[config.mk]
export PLATFORM = sky130hd
export DESIGN_NAME = sram_access_ctrl
export DESIGN_NICKNAME = d
export VERILOG_FILES = /design/src/rtl/sramc_pkg.sv /design/src/rtl/sramc_timer.sv /design/src/rtl/sramc_fsm.sv /design/src/rtl/sramc_datapath.sv /design/src/rtl/sram_access_ctrl.sv
export SDC_FILE = /design/constraint.sdc
export NUM_CORES = 1
export LEC_CHECK = 0
export ABC_AREA = 1
export BUFFER_PORTS_ARGS = -buffer_cell sky130_fd_sc_hd__buf_2
export CAP_MARGIN = 5
export CORE_MARGIN = 1
export CORE_UTILIZATION = 50
export DETAILED_ROUTE_END_ITERATION = 12
export GPL_ROUTABILITY_DRIVEN = 0
export PLACE_DENSITY = 0.84
export RECOVER_POWER = 25
export SLEW_MARGIN = 15
export SYNTH_ARGS = -nofsm -noshare
export SYNTH_HDL_FRONTEND = slang
export SYNTH_SLANG_ARGS = --single-unit
[constraint.sdc]
create_clock -name clk -period 3.7 [get_ports clk]
set_input_delay 0.925 -clock clk [delete_from_list [all_inputs] [get_ports clk]]
set_output_delay 0.925 -clock clk [all_outputs]
set_load 0.03 [all_outputs]
[src/rtl/sramc_pkg.sv]
`timescale 1ns/1ps
package sramc_pkg;

    typedef enum logic [2:0] {
        ST_IDLE,
        ST_RD_ACCESS,
        ST_RD_TURN,
        ST_WR_PULSE,
        ST_WR_HOLD
    } sramc_state_e;

    typedef struct packed {
        logic ce_n;
        logic we_n;
        logic oe_n;
        logic dq_oe;
    } pin_ctl_t;

    function automatic int ps_to_cycles(input int span_ps, input int clk_ps);
        int n;
        n = (span_ps + clk_ps - 1) / clk_ps;
        if (n < 1) n = 1;
        return n;
    endfunction

    function automatic int imax(input int a, input int b);
        return (a > b) ? a : b;
    endfunction

    function automatic pin_ctl_t pins_for(input sramc_state_e s);
        pin_ctl_t p;
        unique case (s)
            ST_IDLE:      p = '{ce_n: 1'b1, we_n: 1'b1, oe_n: 1'b1, dq_oe: 1'b0};
            ST_RD_ACCESS: p = '{ce_n: 1'b0, we_n: 1'b1, oe_n: 1'b0, dq_oe: 1'b0};
            ST_RD_TURN:   p = '{ce_n: 1'b1, we_n: 1'b1, oe_n: 1'b1, dq_oe: 1'b0};
            ST_WR_PULSE:  p = '{ce_n: 1'b0, we_n: 1'b0, oe_n: 1'b1, dq_oe: 1'b1};
            ST_WR_HOLD:   p = '{ce_n: 1'b0, we_n: 1'b1, oe_n: 1'b1, dq_oe: 1'b1};
            default:      p = '{ce_n: 1'b1, we_n: 1'b1, oe_n: 1'b1, dq_oe: 1'b0};
        endcase
        return p;
    endfunction

endpackage

[src/rtl/sramc_timer.sv]
`timescale 1ns/1ps
module sramc_timer #(
    parameter int CNT_W = 2
) (
    input  logic             clk,
    input  logic             rst_n,
    input  logic             load,
    input  logic [CNT_W-1:0] load_val,
    output logic             expired
);

    logic [CNT_W-1:0] cnt_q;

    always_ff @(posedge clk or negedge rst_n) begin
        if (!rst_n) begin
            cnt_q <= '0;
        end else if (load) begin
            cnt_q <= load_val;
        end else if (cnt_q != '0) begin
            cnt_q <= cnt_q - 1'b1;
        end
    end

    assign expired = (cnt_q == '0);

endmodule

[src/rtl/sramc_fsm.sv]
`timescale 1ns/1ps
module sramc_fsm
    import sramc_pkg::*;
#(
    parameter int CNT_W   = 2,
    parameter int RD_LAST = 2,
    parameter int WP_LAST = 1,
    parameter int HZ_LAST = 1
) (
    input  logic             clk,
    input  logic             rst_n,
    input  logic             req,
    input  logic             wr,
    input  logic             expired,
    output logic             tmr_load,
    output logic [CNT_W-1:0] tmr_val,
    output logic             accept,
    output logic             rd_capture,
    output logic             wr_finish,
    output logic             ce_n,
    output logic             we_n,
    output logic             oe_n,
    output logic             dq_oe
);

    sramc_state_e state_q;
    sramc_state_e state_n;
    pin_ctl_t     pins_q;

    // state register
    always_ff @(posedge clk or negedge rst_n) begin
        if (!rst_n) begin
            state_q <= ST_IDLE;
        end else begin
            state_q <= state_n;
        end
    end

    // transitions and phase timer loads
    always_comb begin
        state_n  = state_q;
        tmr_load = 1'b0;
        tmr_val  = '0;
        unique case (state_q)
            ST_IDLE: begin
                if (req) begin
                    tmr_load = 1'b1;
                    if (wr) begin
                        state_n = ST_WR_PULSE;
                        tmr_val = CNT_W'(WP_LAST);
                    end else begin
                        state_n = ST_RD_ACCESS;
                        tmr_val = CNT_W'(RD_LAST);
                    end
                end
            end
            ST_RD_ACCESS: begin
                if (expired) begin
                    state_n  = ST_RD_TURN;
                    tmr_load = 1'b1;
                    tmr_val  = CNT_W'(HZ_LAST);
                end
            end
            ST_RD_TURN: begin
                if (expired) state_n = ST_IDLE;
            end
            ST_WR_PULSE: begin
                if (expired) state_n = ST_WR_HOLD;
            end
            ST_WR_HOLD: begin
                state_n = ST_IDLE;
            end
            default: begin
                state_n = ST_IDLE;
            end
        endcase
    end

    assign accept     = (state_q == ST_IDLE) && req;
    assign rd_capture = (state_q == ST_RD_ACCESS) && expired;
    assign wr_finish  = (state_q == ST_WR_HOLD);

    // registered pin outputs, decoded from the next state
    always_ff @(posedge clk or negedge rst_n) begin
        if (!rst_n) begin
            pins_q <= pins_for(ST_IDLE);
        end else begin
            pins_q <= pins_for(state_n);
        end
    end

    assign ce_n  = pins_q.ce_n;
    assign we_n  = pins_q.we_n;
    assign oe_n  = pins_q.oe_n;
    assign dq_oe = pins_q.dq_oe;

endmodule

[src/rtl/sramc_datapath.sv]
`timescale 1ns/1ps
module sramc_datapath #(
    parameter int ADDR_W = 19,
    parameter int DATA_W = 8
) (
    input  logic              clk,
    input  logic              rst_n,
    input  logic              accept,
    input  logic              rd_capture,
    input  logic              wr_finish,
    input  logic [ADDR_W-1:0] host_addr,
    input  logic [DATA_W-1:0] host_wdata,
    input  logic [DATA_W-1:0] mem_dq_in,
    output logic [ADDR_W-1:0] mem_addr,
    output logic [DATA_W-1:0] mem_dq_out,
    output logic [DATA_W-1:0] host_rdata,
    output logic              host_ack
);

    logic [ADDR_W-1:0] addr_q;
    logic [DATA_W-1:0] wdata_q;
    logic [DATA_W-1:0] rdata_q;
    logic              ack_q;

    always_ff @(posedge clk or negedge rst_n) begin
        if (!rst_n) begin
            addr_q  <= '0;
            wdata_q <= '0;
            rdata_q <= '0;
            ack_q   <= 1'b0;
        end else begin
            if (accept) begin
                addr_q  <= host_addr;
                wdata_q <= host_wdata;
            end
            if (rd_capture) begin
                rdata_q <= mem_dq_in;
            end
            ack_q <= rd_capture | wr_finish;
        end
    end

    assign mem_addr   = addr_q;
    assign mem_dq_out = wdata_q;
    assign host_rdata = rdata_q;
    assign host_ack   = ack_q;

endmodule

[src/rtl/sram_access_ctrl.sv]
`timescale 1ns/1ps
module sram_access_ctrl
    import sramc_pkg::*;
#(
    parameter int ADDR_W  = 19,
    parameter int DATA_W  = 8,
    parameter int CLK_PS  = 4000,
    parameter int T_AA_PS = 10000,
    parameter int T_RC_PS = 10000,
    parameter int T_OE_PS = 4000,
    parameter int T_WC_PS = 10000,
    parameter int T_WP_PS = 7000,
    parameter int T_DW_PS = 5000,
    parameter int T_AW_PS = 7000,
    parameter int T_HZ_PS = 5000
) (
    input  logic              clk,
    input  logic              rst_n,
    input  logic              host_req,
    input  logic              host_wr,
    input  logic [ADDR_W-1:0] host_addr,
    input  logic [DATA_W-1:0] host_wdata,
    output logic [DATA_W-1:0] host_rdata,
    output logic              host_ack,
    output logic [ADDR_W-1:0] sram_addr,
    output logic              sram_ce_n,
    output logic              sram_we_n,
    output logic              sram_oe_n,
    output logic [DATA_W-1:0] sram_dq_out,
    output logic              sram_dq_oe,
    input  logic [DATA_W-1:0] sram_dq_in
);

    localparam int RD_CYC = imax(imax(ps_to_cycles(T_AA_PS, CLK_PS),
                                      ps_to_cycles(T_RC_PS, CLK_PS)),
                                 ps_to_cycles(T_OE_PS, CLK_PS));
    localparam int WP_CYC = imax(imax(ps_to_cycles(T_WP_PS, CLK_PS),
                                      ps_to_cycles(T_DW_PS, CLK_PS)),
                                 imax(ps_to_cycles(T_AW_PS, CLK_PS),
                                      ps_to_cycles(T_WC_PS, CLK_PS) - 1));
    localparam int HZ_CYC  = ps_to_cycles(T_HZ_PS, CLK_PS);
    localparam int MAX_CYC = imax(imax(RD_CYC, WP_CYC), HZ_CYC);
    localparam int CNT_W   = (MAX_CYC < 2) ? 1 : $clog2(MAX_CYC);

    logic             tmr_load;
    logic [CNT_W-1:0] tmr_val;
    logic             tmr_expired;
    logic             accept;
    logic             rd_capture;
    logic             wr_finish;

    sramc_timer #(
        .CNT_W (CNT_W)
    ) u_timer (
        .clk      (clk),
        .rst_n    (rst_n),
        .load     (tmr_load),
        .load_val (tmr_val),
        .expired  (tmr_expired)
    );

    sramc_fsm #(
        .CNT_W   (CNT_W),
        .RD_LAST (RD_CYC - 1),
        .WP_LAST (WP_CYC - 1),
        .HZ_LAST (HZ_CYC - 1)
    ) u_fsm (
        .clk        (clk),
        .rst_n      (rst_n),
        .req        (host_req),
        .wr         (host_wr),
        .expired    (tmr_expired),
        .tmr_load   (tmr_load),
        .tmr_val    (tmr_val),
        .accept     (accept),
        .rd_capture (rd_capture),
        .wr_finish  (wr_finish),
        .ce_n       (sram_ce_n),
        .we_n       (sram_we_n),
        .oe_n       (sram_oe_n),
        .dq_oe      (sram_dq_oe)
    );

    sramc_datapath #(
        .ADDR_W (ADDR_W),
        .DATA_W (DATA_W)
    ) u_dp (
        .clk        (clk),
        .rst_n      (rst_n),
        .accept     (accept),
        .rd_capture (rd_capture),
        .wr_finish  (wr_finish),
        .host_addr  (host_addr),
        .host_wdata (host_wdata),
        .mem_dq_in  (sram_dq_in),
        .mem_addr   (sram_addr),
        .mem_dq_out (sram_dq_out),
        .host_rdata (host_rdata),
        .host_ack   (host_ack)
    );

endmodule

==> results by group, run 1 <==
Finish
  • Post-synthesis to final-layout area growth: 24.1%
  • Final cell count without fillers: 327
  • # fillers: 302
  • Ant diodes: 0
  • Sequential cell area in the final layout: around 1100 um^2
  • Fraction of final layout cells with drive strength greater than 1: between 30% and 40%
  • Area used by multi-input combinational logic: between 500 and 600 um^2
  • Final-stage net count: 321

Floorplan
  • Floorplan die area: roughly 3900 um^2
  • Num rows: 21
  • Die outline height: 62.4 um
  • # IOs: 79
  • Core region area: between 3000 and 4000 um^2
  • Effective utilization at floorplan: 53.5%
  • Die boundary width: between 60 and 70 um

Clock network
  • Maximum number of buffers from clock root to sink: 2
  • Clock latency of the later-clocked register in the worst-skew pair: 0.34 ns
  • TritonCTS Buffers: 5
  • Clock-pin slew on the worst setup and hold paths: 0.11 ns
  • Clock tree root driver cell: sky130_fd_sc_hd__clkbuf_4
  • Post-CTS Setup Repair Bufs: 0
  • CTS sink cnt: 45
  • Number of cells upsized or downsized after cts: 0
  • H-tree levels: 2
  • Number of buffers added to fix hold violations after cts: 0
  • CTS tree: built

Timing
  • Unrepaired setup endpoints after global routing: no
  • Relative slew slack: 37.2%
  • Worst hold slack after final layout: 0.481 ns
  • Worst slew pin tran: roughly 0.94 ns
  • Max Clock Skew: 0.00957 ns
  • Max-slew violation total from the final report: 0
  • Maximum achievable frequency: 505 MHz
  • Number of endpoints with negative hold slack in the final report: 0
  • Number of setup violations in the final report: 0
  • Period minus WS final: 1.98 ns
  • Final worst path period share: 53.6%
  • Aggregate negative setup slack: 0 ns

Run
  • Total of max-cap violations: 0

Worst setup path
  • Slowest stage delay, CP: 0.53 ns
  • Family with the most delay on the worst path: flip-flops
  • Master of the slowest instance on the critical path: sky130_fd_sc_hd__dfstp_2
  • Worst setup EP type: primary output
  • Buffering stage count on the worst path with inverters included: 1
  • Maximum net fanout on the critical path: 1
  • Setup crit start kind: flip-flop
  • Series of cell instances along the critical path: buf_2
  • Crit Path Class: flip-flop to primary output
  • Critical path data required time: 2.77 ns
  • Data arrival at the endpoint of the critical path: 1.06 ns

Synth
  • Number of synthesized register bits: 45
  • Yosys top cell by area: sky130_fd_sc_hd__dfrtp_1
  • Most instantiated flip-flop cell in the synthesis netlist: sky130_fd_sc_hd__dfrtp_1
  • Count of warnings emitted by yosys: 0
  • Synthesized cell area: 1830 um^2
  • Number of distinct library cells after synthesis: 20
  • FFs w/ async S/R, synth: 100%
  • Average instance area after synthesis: 9.04 um^2
  • EDFF count, synth: 0
  • Yosys top cell area share: between 50 and 60%
  • Most instantiated cells after synthesis: 112 x sky130_fd_sc_hd__nand2_1, 42 x sky130_fd_sc_hd__dfrtp_1, 14 x sky130_fd_sc_hd__nand3_1
  • Number of cells produced by synthesis: 202
  • Most numerous cell in the Yosys netlist: sky130_fd_sc_hd__nand2_1
  • Largest cells by area after synthesis: sky130_fd_sc_hd__dfrtp_1 58%, sky130_fd_sc_hd__nand2_1 23%, sky130_fd_sc_hd__dfstp_2 4.3%, sky130_fd_sc_hd__nand3_1 3.8%, sky130_fd_sc_hd__buf_6 2.5%
  • Net count after synthesis: between 200 and 250
  • Fraction of the yosys area taken by sequential cells: between 60 and 70%

Global route
  • Wire length of the first global-routing pass: 6260 um
  • Sum of overflow across all layers after global routing: 0
  • All-Layer GR Usage: between 20% and 30%
  • Number of antenna violations at the first check in global routing: 0
  • Vias in the first global route: 1467
  • Pin count of the biggest net entering global routing: 46

Detailed routing
  • Post-detailed-routing wire length: 3620 um
  • Average wire per cell in the routed design: 11.1 um
  • Remaining design rule violation count: 0
  • Initial DRT Pass Iterations: 4
  • ANT nets after route: 0
  • Ratio of routed vias to standard cells: about 4.7
  • Count of vias placed by the detailed router: 1528
  • Initial drt markers: 112

Status
  • Status: finished, final reports clean

Power
  • Reported leakage power: 1.37 nW
  • Worst IR drop on VDD: 0.000486 V
  • Power per cell area: 974 nW/um^2

Placed design
  • Estimated wirelength of the detail-placed design: 2540 um
  • Number of instances in the placed design: 320
  • Count of buffers from port buffering: 78

Hold path
  • Class of the most critical hold timing path: flip-flop to flip-flop
-- placed cells by master, fill, tap and decap left out --
master                     instances
sky130_fd_sc_hd__nand4_1           1
sky130_fd_sc_hd__inv_1            10
sky130_fd_sc_hd__ha_1              1
sky130_fd_sc_hd__nand3_1          14
sky130_fd_sc_hd__nor2_2            1
sky130_fd_sc_hd__buf_2            78
sky130_fd_sc_hd__o21ai_1           1
sky130_fd_sc_hd__xor2_1            1
sky130_fd_sc_hd__nor2_4            1
sky130_fd_sc_hd__inv_4             1
sky130_fd_sc_hd__nand3_4           1
sky130_fd_sc_hd__clkbuf_4          5
sky130_fd_sc_hd__inv_2             1
sky130_fd_sc_hd__nor2_1            2
sky130_fd_sc_hd__dfrtp_1          42
sky130_fd_sc_hd__nor3_1            2
sky130_fd_sc_hd__nand2_1         113
sky130_fd_sc_hd__o21bai_1          1
sky130_fd_sc_hd__clkbuf_8          1
sky130_fd_sc_hd__clkbuf_1          1
sky130_fd_sc_hd__dfstp_2           3
-- through the flow --
stage,util (%),total power [mW],instance area (um^2),setup slack (ns)
floorplan,-,1.70,1830,2.19
global placement,65.0,1.97,2220,1.71
detailed placement,65.0,2.00,2220,1.70
CTS,66.6,2.23,2270,1.70
global route,66.4,2.37,2270,1.68
finish,66.4,2.21,2270,1.72
-- final cells by class --
type | instances | area share (%)
clock buffer | 7 | 2.43
inverter | 12 | 2.10
multi-input combinational | 139 | 25.9
sequential | 45 | 49.8
tap | 46 | 2.54
timing repair buffer | 78 | 17.2
-- path summary, 6_finish.rpt --
kind | from | to | slack, ns | cells past startpoint
setup / recovery | u_fsm.we_n$_DFF_PN1_ | sram_we_n | 1.72 | 1
hold / removal | u_dp.host_rdata[0]$_DFFE_PN0N_ | u_dp.host_rdata[0]$_DFFE_PN0N_ | 0.48 | 2
setup reg to reg | u_timer.cnt_q[0]$_DFFE_PN0P_ | u_fsm.dq_oe$_DFF_PN0_ | 1.93 | 8
hold reg to reg | u_dp.host_rdata[0]$_DFFE_PN0N_ | u_dp.host_rdata[0]$_DFFE_PN0N_ | 0.48 | 2
max in group asynchronous | rst_n | u_dp.host_rdata[5]$_DFFE_PN0N_ | 2.40 | 1
min in group asynchronous | rst_n | u_dp.mem_addr[12]$_DFFE_PN0P_ | 0.71 | 1
-- kinds of logic after synthesis --
kind of cell	count (synthesis)	synth area share [%]
compound gates	2	0.685
xor+xnor	1	0.480
fa+ha+maj	1	0.685
buf+inv	18	5.62
flops	45	61.8
simple gates	135	30.7
-- power by group --
| part | switching [mW] | internal (mW) |
|---|---|---|
| combinational | 0.810 | 0.317 |
| clock | 0.138 | 0.0899 |
| sequential | 0.125 | 0.730 |
-- metal layers --
| metal | up-vias | part of all wire [%] | wire, um | GRT usage [%] |
|---|---|---|---|---|
| met5 | - | 0 | 0 | 0 |
| met4 | 0 | 1.9 | 70 | 10.2 |
| met3 | 6 | 5.3 | 192 | 3.83 |
| met2 | 50 | 47 | 1710 | 34.4 |
| met1 | 701 | 45 | 1640 | 25.5 |
| li1 | 771 | - | - | - |
-- flip-flops by register name (all words and copies together) (netlist names) --
signal	count
u_dp.host_rdata	8
u_fsm.dq_oe	1
u_fsm.we_n	1
u_fsm.state_q	3
u_fsm.oe_n	1
u_dp.mem_addr	19
u_fsm.ce_n	1
u_dp.mem_dq_out	8
u_timer.cnt_q	2
u_dp.host_ack	1
(Power assumes the default switching activity.)
==> inputs of run 2 (changes only) <==
CORE_UTILIZATION = 46   (was 50)
PLACE_DENSITY = 0.78   (was 0.84)
clock period = 1.9 ns   (was 3.7 ns; I/O delays follow)
==> run 2 against run 1 <==
  * Clock skew decreased by 0.0027 ns
  * Die area increased by 8.4%
  * First-iteration DRC count is 41% lower
  * Critical path type unchanged
==> results by group, run 2 (synthesis results as in run 1) <==
Status
  • Status: finished, final reports clean

Finish
  • Max reg flops: 19 (unchanged)
  • Post-Route Utilization: 62.4% (-3.9 points)
  • Leading cell types in the layout, fill and taps excluded: 112 x sky130_fd_sc_hd__nand2_1, 77 x sky130_fd_sc_hd__buf_2, 42 x sky130_fd_sc_hd__dfrtp_1
  • # fillers: 331 (+9.6%)
  • Ant diodes: 0 (unchanged)
  • Sequential cell area in the final layout: 1130 um^2 (unchanged)
  • Post-synthesis to final-layout area growth: 27.9%
  • Fraction of final layout cells with drive strength greater than 1: 33.9% (+1.2 points)
  • Most common cell after layout, fill and taps aside: sky130_fd_sc_hd__nand2_1
  • Final-stage net count: 323 (+0.62%)
  • Final cell count without fillers: 331 (+1.2%)
  • Area used by multi-input combinational logic: 594 um^2 (+1.3%)

Timing
  • Aggregate negative setup slack: 0 ns (unchanged)
  • Period minus WS final: 1.48 ns
  • Number of endpoints with negative hold slack in the final report: 0 (unchanged)
  • Relative slew slack: 50.3% (+13 points)
  • Unrepaired setup endpoints after global routing: no
  • Max Clock Skew: 0.00683 ns (-0.00275 ns)
  • Final worst path period share: 77.7%
  • Maximum achievable frequency: about 680 MHz
  • Max-slew violation total from the final report: 0 (unchanged)
  • Number of setup violations in the final report: 0 (unchanged)
  • Worst slew pin tran: 0.746 ns (-0.197 ns)

Floorplan
  • # IOs: 79 (unchanged)
  • Die boundary width: 65.0 um (+4.1%)
  • Core region area: 3740 um^2 (+9.6%)
  • Die outline height: 65.0 um (+4.1%)
  • Num rows: 22 (+4.8%)
  • Floorplan die area: 4230 um^2 (+8.4%)
  • Effective utilization at floorplan: 48.8% (-4.7 points)

Clock network
  • TritonCTS Buffers: 5 (unchanged)
  • Post-CTS Setup Repair Bufs: 0 (unchanged)
  • Clock tree root driver cell: sky130_fd_sc_hd__clkbuf_8
  • Clock latency of the later-clocked register in the worst-skew pair: 0.29 ns (-0.05 ns)
  • Clock-pin slew on the worst setup and hold paths: 0.08 ns (-0.03 ns)
  • H-tree levels: 2 (unchanged)
  • CTS sink cnt: 45 (unchanged)
  • Number of cells upsized or downsized after cts: 0 (unchanged)
  • CTS tree: built
  • Maximum number of buffers from clock root to sink: 2 (unchanged)
  • Number of buffers added to fix hold violations after cts: 0 (unchanged)

Global route
  • All-Layer GR Usage: 18.5% (-2.1 points)
  • Vias in the first global route: 1304 (-11%)
  • Sum of overflow across all layers after global routing: 0 (unchanged)
  • Pin count of the biggest net entering global routing: 34 (-26%)
  • Number of antenna violations at the first check in global routing: 0 (unchanged)
  • Wire length of the first global-routing pass: 5810 um (-7.2%)

Detailed routing
  • ANT nets after route: 0 (unchanged)
  • Remaining design rule violation count: 0 (unchanged)
  • Ratio of routed vias to standard cells: 4.56 (-2.5%)
  • Initial drt markers: 66 (-41%)
  • Post-detailed-routing wire length: 3680 um (+1.9%)
  • Initial DRT Pass Iterations: 4 (unchanged)
  • Average wire per cell in the routed design: 11.1 um (+0.68%)
  • Count of vias placed by the detailed router: 1508 (-1.3%)

Power
  • Power per cell area: 1950 nW/um^2 (+100%)
  • Worst IR drop on VDD: 0.000975 V (+100%)
  • Reported leakage power: 1.40 nW (+2.3%)
  • Total power draw: 4.56 mW (+110%)

Worst setup path
  • Family with the most delay on the worst path: flip-flops
  • Maximum net fanout on the critical path: 1 (unchanged)
  • Master of the slowest instance on the critical path: sky130_fd_sc_hd__dfstp_2
  • Slowest stage delay, CP: 0.53 ns (about the same)
  • Critical path data required time: 1.42 ns (-1.35 ns)
  • Crit Path Class: flip-flop to primary output
  • Series of cell instances along the critical path: buf_2
  • Buffering stage count on the worst path with inverters included: 1 (unchanged)
  • Setup crit start kind: flip-flop
  • Data arrival at the endpoint of the critical path: 1.00 ns (-0.06 ns)
  • Worst setup EP type: primary output

Placed design
  • Number of instances in the placed design: 324 (+1.3%)
  • Count of buffers from port buffering: 78 (unchanged)
  • Estimated wirelength of the detail-placed design: 2690 um (+5.8%)

Run
  • Total of max-cap violations: 0 (unchanged)

Hold path
  • Class of the most critical hold timing path: primary input to async pin
run 2: cell count changes in the layout (fill, tap and decap cells not counted), sizes merged:
cell	change
bufinv	+1
clkinv	+1
run 2: through the flow:
step	setup slack [ns]	instance area [um^2]	hold slack, ns
3_5_place_dp	0.465	2250	0.387
3_3_place_gp	0.554	2250	0.383
6_report	0.424	2340	0.171
2_1_floorplan	0.636	1830	0.179
4_1_cts	0.419	2350	0.0655
5_1_grt	0.252	2340	0.232
run 2: path summary, 6_finish.rpt:
path / slack [ns] / start / end / cells after the start
min: 0.17 / rst_n / u_dp.mem_addr[4]$_DFFE_PN0P_ / 1
min in group clk: 0.37 / host_addr[5] / u_dp.mem_addr[5]$_DFFE_PN0P_ / 3
max reg2reg: 0.45 / u_timer.cnt_q[0]$_DFFE_PN0P_ / u_timer.cnt_q[1]$_DFFE_PN0P_ / 9
max in group asynchronous: 0.57 / rst_n / u_dp.mem_addr[14]$_DFFE_PN0P_ / 2
max: 0.42 / u_fsm.ce_n$_DFF_PN1_ / sram_ce_n / 1
min reg2reg: 0.47 / u_dp.host_rdata[1]$_DFFE_PN0N_ / u_dp.host_rdata[1]$_DFFE_PN0N_ / 2
run 2: layer usage:
layer	GRT usage, %	vias up	part of all wire [%]
met3	5.81	6	4.7
met5	0	-	0
li1	-	776	-
met1	23.8	682	46
met2	29.3	44	48
met4	6.52	0	1.4
run 2: layout make-up:
type / count / area share (%)
inverters: 12 / 2.03
flip-flops and latches: 45 / 48.3
clock inverters: 2 / 1.50
well taps: 48 / 2.57
repair buffers: 80 / 17.2
multi-input cells: 139 / 25.4
clock buffers: 5 / 2.94
run 2: where the power goes:
part	internal, mW	leakage [nW]	switching (mW)
registers	1.43	0.554	0.229
logic	0.633	0.795	1.60
clock network	0.382	0.0540	0.291
total	2.44	1.40	2.12
run 2: worst register-to-register path: stages (launching register included):
cell                      delay, ns
sky130_fd_sc_hd__dfrtp_1       0.40
sky130_fd_sc_hd__inv_1         0.07
sky130_fd_sc_hd__ha_1          0.23
sky130_fd_sc_hd__nand2_1       0.12
sky130_fd_sc_hd__inv_2         0.16
sky130_fd_sc_hd__nand2_4       0.14
sky130_fd_sc_hd__nand3_1       0.12
sky130_fd_sc_hd__nand2_1       0.05
sky130_fd_sc_hd__nand2_1       0.05
sky130_fd_sc_hd__inv_1         0.04
==> inputs of run 3 (changes only) <==
clock period = 1.5 ns   (was 1.9 ns; I/O delays follow)
==> run 3 against run 2 <==
  * Worst hold slack improved by 0.10 ns
  * Largest cell class unchanged
  * Clock skew fell by 0.0025 ns
  * Total power rose by 27%
  * Clock-buffer cell count rose by 2
  * Critical path type unchanged
  * Highest routed layer unchanged
  * Final cell count rose by 1.8%
  * Setup slack got worse by 0.30 ns
  * Sequential share of layout area fell by 0.99 points
  * Utilization rose by 1.3 points
  * Routed wire length rose by 3.2%
==> results by group, run 3 (synthesis results as in run 1) <==
Finish
  • Final-stage net count: 328 (+1.5%)
  • Design area: 2390 um^2 (+2.1%)
  • Max reg flops: 19 (unchanged)
  • Leading cell types in the layout, fill and taps excluded: 112 x sky130_fd_sc_hd__nand2_1, 78 x sky130_fd_sc_hd__buf_2, 42 x sky130_fd_sc_hd__dfrtp_1
  • Most common cell after layout, fill and taps aside: sky130_fd_sc_hd__nand2_1
  • Fraction of final layout cells with drive strength greater than 1: 35.6% (+1.7 points)
  • Post-synthesis to final-layout area growth: 30.6%
  • Ant diodes: 0 (unchanged)

Worst setup path
  • Slowest stage delay, CP: 0.53 ns (about the same)
  • Buffering stage count on the worst path with inverters included: 1 (unchanged)
  • Master of the slowest instance on the critical path: sky130_fd_sc_hd__dfstp_2
  • Critical path data required time: 1.12 ns (-0.30 ns)
  • Setup crit start kind: flip-flop
  • Series of cell instances along the critical path: buf_2
  • Family with the most delay on the worst path: flip-flops
  • Worst setup EP type: primary output
  • Crit Path Class: flip-flop to primary output
  • Maximum net fanout on the critical path: 1 (unchanged)
  • Data arrival at the endpoint of the critical path: 1.00 ns (about the same)

Power
  • Total power draw: 5.82 mW (+27%)
  • Worst IR drop on VDD: 0.000952 V (-2.4%)
  • Portion of total power attributed to sequential cells: 35.8% (-0.4 points)
  • Power dissipated by switching net loads: 2.71 mW (+27%)
  • Reported leakage power: 1.43 nW (+2.2%)
  • Comb pwr share: 50.5% (+1.5 points)
  • Power per cell area: 2440 nW/um^2 (+25%)
  • Clock network power share: 13.7% (-1.0 points)
  • Switching part of the total power: 46.5% (about the same)
  • Internal power: 3.11 mW (+27%)

Clock network
  • Number of buffers added to fix hold violations after cts: 0 (unchanged)
  • TritonCTS Buffers: 5 (unchanged)
  • Clock-pin slew on the worst setup and hold paths: 0.08 ns (about the same)
  • Number of cells upsized or downsized after cts: 0 (unchanged)
  • Maximum number of buffers from clock root to sink: 2 (unchanged)
  • CTS tree: built
  • Clock tree root driver cell: sky130_fd_sc_hd__clkbuf_8
  • CTS sink cnt: 45 (unchanged)
  • Clock latency of the later-clocked register in the worst-skew pair: 0.29 ns (about the same)
  • Post-CTS Setup Repair Bufs: 0 (unchanged)
  • H-tree levels: 2 (unchanged)

Floorplan
  • Die boundary width: 65.0 um (unchanged)
  • # IOs: 79 (unchanged)
  • Die outline height: 65.0 um (unchanged)
  • Num rows: 22 (unchanged)
  • Floorplan die area: 4230 um^2 (unchanged)
  • Effective utilization at floorplan: 48.8% (unchanged)
  • Core region area: 3740 um^2 (unchanged)

Global route
  • All-Layer GR Usage: 20.2% (+1.8 points)
  • Vias in the first global route: 1441 (+11%)
  • Sum of overflow across all layers after global routing: 0 (unchanged)
  • Pin count of the biggest net entering global routing: 46 (+35%)
  • Number of antenna violations at the first check in global routing: 0 (unchanged)
  • Wire length of the first global-routing pass: 6430 um (+11%)

Timing
  • Number of setup violations in the final report: 0 (unchanged)
  • Period minus WS final: 1.38 ns
  • Aggregate negative setup slack: 0 ns (unchanged)
  • Final worst path period share: between 90% and 100%
  • Worst slew pin tran: 1.07 ns (+0.320 ns)
  • Slack of the critical path: 0.121 ns (-0.302 ns)
  • Unrepaired setup endpoints after global routing: no
  • Relative slew slack: 29.0% (-21 points)
  • Max Clock Skew: 0.00428 ns (-0.00254 ns)
  • Max-slew violation total from the final report: 0 (unchanged)
  • Number of endpoints with negative hold slack in the final report: 0 (unchanged)
  • Maximum achievable frequency: approximately 730 MHz

Detailed routing
  • Count of vias placed by the detailed router: 1549 (+2.7%)
  • Initial DRT Pass Iterations: 4 (unchanged)
  • ANT nets after route: 0 (unchanged)
  • Post-detailed-routing wire length: 3800 um (+3.2%)
  • Average wire per cell in the routed design: 11.3 um (+1.3%)
  • Initial drt markers: 98 (+48%)
  • Ratio of routed vias to standard cells: 4.60 (+0.89%)
  • Remaining design rule violation count: 0 (unchanged)

Placed design
  • Post-Place Worst Slack: 0.194 ns (-0.271 ns)
  • Estimated wirelength of the detail-placed design: 2790 um (+4.0%)
  • Count of buffers from port buffering: 78 (unchanged)
  • Post-placement cell area: 2300 um^2 (+2.2%)

Hold path
  • Class of the most critical hold timing path: primary input to flip-flop

Run
  • Total of max-cap violations: 0 (unchanged)

Status
  • Status: finished, final reports clean
run 3: changes by cell type in the layout (fill, tap and decap cells not counted):
cell	before	now
sky130_fd_sc_hd__buf_12	0	1
sky130_fd_sc_hd__buf_2	77	78
sky130_fd_sc_hd__buf_4	1	5
sky130_fd_sc_hd__bufinv_16	1	0
sky130_fd_sc_hd__clkbuf_1	1	0
sky130_fd_sc_hd__clkbuf_8	5	7
run 3: final timing paths:
| check | from | depth (start not counted) | slack [ns] | endpoint |
|---|---|---|---|---|
| max | u_fsm.we_n$_DFF_PN1_ | 1 | 0.12 | sram_we_n |
| min | host_addr[7] | 3 | 0.27 | u_dp.mem_addr[7]$_DFFE_PN0P_ |
| max reg2reg | u_timer.cnt_q[0]$_DFFE_PN0P_ | 9 | 0.19 | u_timer.cnt_q[1]$_DFFE_PN0P_ |
| min reg2reg | u_dp.host_rdata[6]$_DFFE_PN0N_ | 2 | 0.47 | u_dp.host_rdata[6]$_DFFE_PN0N_ |
| max in group asynchronous | rst_n | 2 | 0.50 | u_dp.mem_addr[16]$_DFFE_PN0P_ |
| min in group asynchronous | rst_n | 2 | 0.35 | u_dp.host_rdata[4]$_DFFE_PN0N_ |
run 3: cell type report:
class                           instances  area, um^2
Sequential cell                        45        1130
Clock inverter                          1        5.00
Clock buffer                            7        96.3
Fill cell                             337        1360
Tap cell                               48        60.1
Multi-Input combinational cell        139         594
Timing Repair Buffer                   85         453
Inverter                               12        47.5
run 3: per-stage QoR:
step,hold slack (ns),utilization [%],cells
3_3_place_gp,0.371,61.4,329
2_1_floorplan,0.0794,-,202
4_1_cts,0.0467,64.1,337
5_1_grt,0.265,63.7,337
3_5_place_dp,0.372,61.4,329
6_report,0.271,63.7,337
run 3: power by group through the flow:
| stage | combinational, mW | clock, mW | sequential (mW) |
|---|---|---|---|
| after floorplan | 1.08 | 0 | 3.12 |
| after global placement | 2.92 | 0 | 2.09 |
| after detailed placement | 2.97 | 0 | 2.10 |
| after CTS | 2.98 | 0.828 | 2.09 |
| after global routing | 3.25 | 0.875 | 2.15 |
| final | 2.94 | 0.795 | 2.08 |
run 3: layer usage:
| metal | track usage, % | wire (um) | up-vias |
|---|---|---|---|
| met5 | 0 | 0 | - |
| met3 | 6.16 | 224 | 4 |
| met1 | 25.9 | 1700 | 715 |
| li1 | - | - | 788 |
| met2 | 32.7 | 1820 | 42 |
| met4 | 6.52 | 53 | 0 |
run 3: tightest hold or removal path, delay by kind of cell:
kind                   cells  cell delay [ns]
buffers and inverters      1             0.07
AND/OR/NAND/NOR            2             0.08
